==> src/rtl/cc_branch_pkg.sv <==
package cc_branch_pkg;
  // Flag vector, ordered so that it drops into status bits [2:0].
  typedef struct packed {
    logic neg;
    logic zero;
    logic pos;
  } cc_flags_t;

  localparam cc_flags_t CC_RESET = '{neg: 1'b0, zero: 1'b1, pos: 1'b0};
endpackage

==> src/rtl/cc_classify.sv <==
module cc_classify
  import cc_branch_pkg::*;
#(
  parameter int DATA_W = 16
) (
  input  logic [DATA_W-1:0] word_i,
  output cc_flags_t         flags_o
);
  localparam int SIGN_BIT = DATA_W - 1;

  always_comb begin
    flags_o.neg  = word_i[SIGN_BIT];
    flags_o.zero = ~|word_i;
    flags_o.pos  = ~word_i[SIGN_BIT] & (|word_i);
  end
endmodule

==> src/rtl/cc_flag_reg.sv <==
module cc_flag_reg
  import cc_branch_pkg::*;
(
  input  logic      clk,
  input  logic      rst_n,
  input  logic      load_i,
  input  cc_flags_t next_i,
  output cc_flags_t flags_o
);
  always_ff @(posedge clk) begin
    if (!rst_n)      flags_o <= CC_RESET;
    else if (load_i) flags_o <= next_i;
  end
endmodule

==> src/rtl/br_enable_eval.sv <==
module br_enable_eval
  import cc_branch_pkg::*;
#(
  parameter int          DATA_W    = 16,
  parameter int          OPC_W     = 4,
  parameter int          MASK_W    = 3,
  parameter logic [3:0]  BR_OPCODE = 4'b0000
) (
  input  logic              clk,
  input  logic              rst_n,
  input  logic              load_i,
  input  logic [DATA_W-1:0] ir_i,
  input  cc_flags_t         flags_i,
  output logic              ben_o
);
  localparam int OPC_LO  = DATA_W - OPC_W;
  localparam int MASK_LO = OPC_LO - MASK_W;

  logic [MASK_W-1:0] mask;
  logic [MASK_W-1:0] flag_vec;
  logic [MASK_W-1:0] hit;
  logic              is_branch;

  assign mask      = ir_i[OPC_LO-1:MASK_LO];
  assign flag_vec  = flags_i;
  assign is_branch = (ir_i[DATA_W-1:OPC_LO] == BR_OPCODE[OPC_W-1:0]);

  for (genvar g = 0; g < MASK_W; g++) begin : g_match
    assign hit[g] = mask[g] & flag_vec[g];
  end

  always_ff @(posedge clk) begin
    if (!rst_n)      ben_o <= 1'b0;
    else if (load_i) ben_o <= is_branch & (|hit);
  end
endmodule

==> src/rtl/cc_branch_unit.sv <==
module cc_branch_unit
  import cc_branch_pkg::*;
#(
  parameter int DATA_W = 16,
  parameter int OPC_W  = 4
) (
  input  logic              clk,
  input  logic              rst_n,
  input  logic [DATA_W-1:0] bus_val,
  input  logic [DATA_W-1:0] ir_word,
  input  logic              cc_load,
  input  logic              ben_load,
  output logic [2:0]        status_cc,
  output logic              ben
);
  cc_flags_t next_flags;
  cc_flags_t cur_flags;

  cc_classify #(.DATA_W(DATA_W)) u_classify (
    .word_i  (bus_val),
    .flags_o (next_flags)
  );

  cc_flag_reg u_flags (
    .clk     (clk),
    .rst_n   (rst_n),
    .load_i  (cc_load),
    .next_i  (next_flags),
    .flags_o (cur_flags)
  );

  br_enable_eval #(.DATA_W(DATA_W), .OPC_W(OPC_W)) u_ben (
    .clk     (clk),
    .rst_n   (rst_n),
    .load_i  (ben_load),
    .ir_i    (ir_word),
    .flags_i (cur_flags),
    .ben_o   (ben)
  );

  assign status_cc = cur_flags;
endmodule

==> config.mk <==
export PLATFORM = sky130hd
export DESIGN_NAME = cc_branch_unit
export DESIGN_NICKNAME = d
export VERILOG_FILES = /design/src/rtl/cc_branch_pkg.sv /design/src/rtl/cc_classify.sv /design/src/rtl/cc_flag_reg.sv /design/src/rtl/br_enable_eval.sv /design/src/rtl/cc_branch_unit.sv
export SDC_FILE = /design/constraint.sdc
export NUM_CORES = 1
export LEC_CHECK = 0
export CORE_AREA = 2 2 39 41
export CTS_BUF_LIST = sky130_fd_sc_hd__clkbuf_8
export DETAILED_ROUTE_END_ITERATION = 10
export DIE_AREA = 0 0 41 43
export GPL_ROUTABILITY_DRIVEN = 1
export PLACE_DENSITY = 0.72
export SLEW_MARGIN = 20
export SYNTH_ARGS = -nofsm -noshare
export SYNTH_HDL_FRONTEND = slang
export SYNTH_SLANG_ARGS = --single-unit
==> constraint.sdc <==
create_clock -name clk -period 1 [get_ports clk]
set_clock_uncertainty 0.15 [all_clocks]
set_input_delay 0.1 -clock clk [delete_from_list [all_inputs] [get_ports clk]]
set_output_delay 0.1 -clock clk [all_outputs]
set_load 0.1 [all_outputs]
### Word-level counts from Yosys, hierarchy flattened

Index checks and enable logic that the tools add are counted.

* output and inout port bits: 4
* logic and storage cells: 14
* bits in registers: 4

* reduce and logical (&&, ||, !) cells: 4
* bitwise operators: 6

Operators by type and width (count)
* 16-bit OR reduction: 1
* 1-bit AND: 5
* 4-bit zero test: 1
* 3-bit OR reduction: 1
* 1-bit zero test: 1
* 1-bit inverter: 1

### Longest topological paths before layout

* depth in word-level cells: 3
* depth in mapped cells: 3
* mapped depth without buffers: 3

### Hierarchy

From an unflattened synthesis, not the netlist that was laid out.

* cells, all modules: 22
* area total of the unflattened synthesis: 219.0 µm²

Modules (own cells, without submodules)
* cc_flag_reg: cells an instance 9, times used 1, area an instance 106.4 µm²
* br_enable_eval: cells an instance 6, times used 1, area an instance 62.6 µm²
* cc_classify: cells an instance 7, times used 1, area an instance 50.0 µm²

### Worst setup path after synthesis

OpenSTA, ideal clock, no wires.

* path kind: register to register
* start point: register u_flags.flags_o[1] in the netlist's numbering
* end point: register u_ben.ben_o
* cell stages (with the launch flop): 4
* data required time: 0.774 ns
* path slack: -0.715 ns
* buffers on the path: 0
* library setup time: 0.076 ns
* data arrival time: 1.489 ns
* cell sequence: dfxtp_1 a222oi_1 nand3b_1 a21boi_0

* cells in the longest elaborated chain, start to end: 3

RTL lines
* from (decl): line cc_flag_reg.sv:8 `output cc_flags_t flags_o`
* from (signal assigned): line cc_flag_reg.sv:12 `else if (load_i) flags_o <= next_i;`
* 1-bit AND: line br_enable_eval.sv:29 `assign hit[g] = mask[g] & flag_vec[g];`
* 3-bit OR reduction: line br_enable_eval.sv:34 `else if (load_i) ben_o <= is_branch & (|hit);`
* 1-bit AND: line br_enable_eval.sv:34
* to (signal assigned): line br_enable_eval.sv:34
* to (decl): line br_enable_eval.sv:14 `output logic ben_o`

No other way between the ends.
A chain may end at the register's enable or synchronous reset.

### Worst setup path after layout

Same ends and word-level chain as after synthesis.

==> results.toml <==
[status]
status = "finished, violations left"
violations = "setup timing"

[critical_path]
critPathCaptureType = "flip-flop"
critical_path.startpoint_type = "flip-flop"
ff2ff_path_depth = 3
required_ps = 950
reg2reg_setup_slack_ps = -130
reg_to_reg_start = "u_flags.flags_o[1]"
worst-path-max-fanout = 2
critical_path_arrival_ps = 1080
worstReg2RegEnd = "u_ben.ben_o"
timing_worst_setup_path_type = "reg2reg"

[die]
io_pins = 40
rows = 14
initial_core_util = 0.160
coreArea_um2 = 1380
die_h_um = 43
die_w_um = 41
die_area_um2 = 1760

[layout]
drive_gt1_frac = 0.333
layoutNonFillerInstCount = 79
syn2layout_area_growth_pct = 210
finalNetCount = 100
stdcell_area_um2 = 686
diodes = 0
fillers = 133

[pwr]
power.share.combinational = 0.317
p_total_w = 0.000760
power_frac_seq = 0.227
power.internal_w = 0.000566
clock_power_share = 0.456
netSwitchingFraction = 0.256
power_density_nw_per_um2 = 1110
net-switching-power_w = 0.000194
peak_supply_drop_uv = 560
static-leakage-power_nw = 0.311

[yosys]
synthDominantAreaCellType = "dfxtp_1"
dominantRegCellSynth = "dfxtp_1"
post-synth-top-count-cell = "dfxtp_1"
synthDominantCellAreaShare = 0.362
async_flop_share = 0
total_of_warnings_raised_by_yosys = 0
mean_instance_size_in_the_synthesized_netlist_um2 = 9.63
netlist-cell-type-count = 17
synthTopCellsByCount = "dfxtp_1 (4), a21boi_0 (2), nand2b_1 (2), nor4_2 (2)"
syn-cell-area_um2 = 221
synth_nets = 59
ys_seq_elements = 4
synth_enable_flop_cells = 0
synth.area.top_cells = "dfxtp_1 (36%), nor4_2 (11%), a21boi_0 (6.8%)"
yosysSeqAreaShare = 0.362
synthesis.instances = 23

[clock_network]
maximum_count_of_clock_buffers_along_a_single_path = 2
later_pin_clock_latency_in_the_skew_report_ps = 220
ctsHoldBuffers = 0
tritoncts = "built"
cts-buffers-inserted = 3
cts.reportedPaths.clkPinSlew_ps = 30
cts_num_sinks = 4
clockRootBuffer = "clkbuf_8"
cts.htree.levels = 1

[route]
detailroute.via_count = 347
detail_route.wirelength_um = 878
postRouteAntennaNets = 0
router_iterations_before_antenna_repair = 6
drt_iter0_markers = 7
detailed_route_drc_error_count = 0
routedWlPerCell_um = 11.1
vias_per_cell = 4.39

[placed_design]
placement.cell_area_um2 = 632
dp.final_hpwl_um = 676
globalplace.congestion = 0.680
dp_worst_setup_slack_ps = -395
port-buffer-count = 30
placedCellCount = 74

[min_path]
hold_path_sink = "u_flags.flags_o[0]"
min_from = "bus_val[6]"
hold_path_depth = 4
min-delay-path-class = "in2reg"

[timing]
clock.fmax_mhz = 888
finalCritPeriodShare = 1.13
finalMaxSlewViolations = 0
max_slew_margin = 0.808
timing_worst_slew_pin_value_ps = 287
post-route-worst-setup-slack_ps = -126
setup_viol_count_final = 4
hold_viol = 0
whs_ps = 216
min_tclk_post_route_ps = 1130
rsz0062_at_grt = "true"

[run]
timing.max_cap.violations = 0

[global_routing]
globalRouteOverflowTotal = 0
vias_in_the_first_global_route = 373
wire_length_of_the_first_global_routing_pass_um = 1370
grt_antenna_before_repair = 0
grt.total_usage = 0.127
maximum_number_of_pins_on_one_net_before_global_route_repair = 5
## routing by layer
metal	up-vias	GRT usage	wire, um	share of wire
met4	0	0.120	0	0
met2	31	0.194	460	0.52
met3	0	0.0681	137	0.16
met5	-	0	0	0
li1	171	-	-	-
met1	145	0.109	281	0.32
## cells in the final DEF (no fill, tap or decap)
cell,n
inv_1,1
buf_12,4
dlymetal6s2s_1,3
nor4b_2,1
nor3_1,1
dlygate4sd2_1,11
nand2b_1,2
buf_4,4
clkbuf_8,3
and4_1,1
nor4_2,2
o21ai_1,1
dfxtp_4,3
nor4_1,1
buf_6,2
a21oi_1,1
dfxtp_2,1
a21boi_1,1
nand2_1,1
a21o_1,1
a21boi_0,1
nand3b_1,1
nor2_1,1
inv_2,1
clkdlybuf4s50_1,12
a222oi_1,1
o211ai_1,1
## flip-flops by register name (all words and copies together) (netlist names)
| name | cells |
|---|---|
| u_flags.flags_o | 3 |
| u_ben.ben_o | 1 |
## timing repair
action                                  in CTS  in global routing
pin swaps                                    7                  4
cloned                                       0                  0
gates resized for setup                     14                  5
endpoints found under the setup margin       6                  7
setup buffers                                1                  1
## logic make-up (layout without fill, tap and decap cells)
group,after synthesis,after routing,synth area share
flip-flops,4,4,0.362
AO/OA/AOI/OAI,7,7,0.226
AND/OR/NAND/NOR,11,11,0.395
buffers and inverters,1,41,0.0169
## worst max-delay path: stages, from the launching register on
cell	delay [ps]
dfxtp_4	330
a222oi_1	320
nand3b_1	160
a21boi_1	60
## power groups by stage
stage	combinational [W]	clock [W]	sequential [W]
2_1_floorplan	0.0000231	0	0.000234
3_3_place_gp	0.000250	0	0.000173
3_5_place_dp	0.000252	0	0.000173
4_1_cts	0.000245	0.000356	0.000172
5_1_grt	0.000257	0.000374	0.000174
6_report	0.000241	0.000347	0.000172
## worst max-delay path by stage
stage                             from                  to  slack, ps  depth (start not counted)
floorplan           u_flags.flags_o[1]         u_ben.ben_o       -200                          3
global route        u_flags.flags_o[2]         u_ben.ben_o       -240                          3
detailed placement         bus_val[15]  u_flags.flags_o[0]       -400                          4
CTS                 u_flags.flags_o[1]         u_ben.ben_o       -160                          3
finish              u_flags.flags_o[1]         u_ben.ben_o       -130                          3
global placement           bus_val[15]  u_flags.flags_o[0]       -370                          4
## cell type report
type	count	area [um2]	share of cell area
Sequential cell	4	92.6	0.135
Tap cell	16	20.0	0.0292
Clock inverter	1	3.75	0.00547
Clock buffer	3	41.3	0.0602
Multi-Input combinational cell	18	138	0.201
Timing Repair Buffer	36	387	0.564
Inverter	1	3.75	0.00547
## stage by stage
step	util	setup TNS, ps
2_1_floorplan	-	-200
6_report	0.495	-364
5_1_grt	0.495	-604
4_1_cts	0.490	-405
3_3_place_gp	0.457	-1190
3_5_place_dp	0.457	-1290
Note: power is estimated with default switching activity, not from simulation.
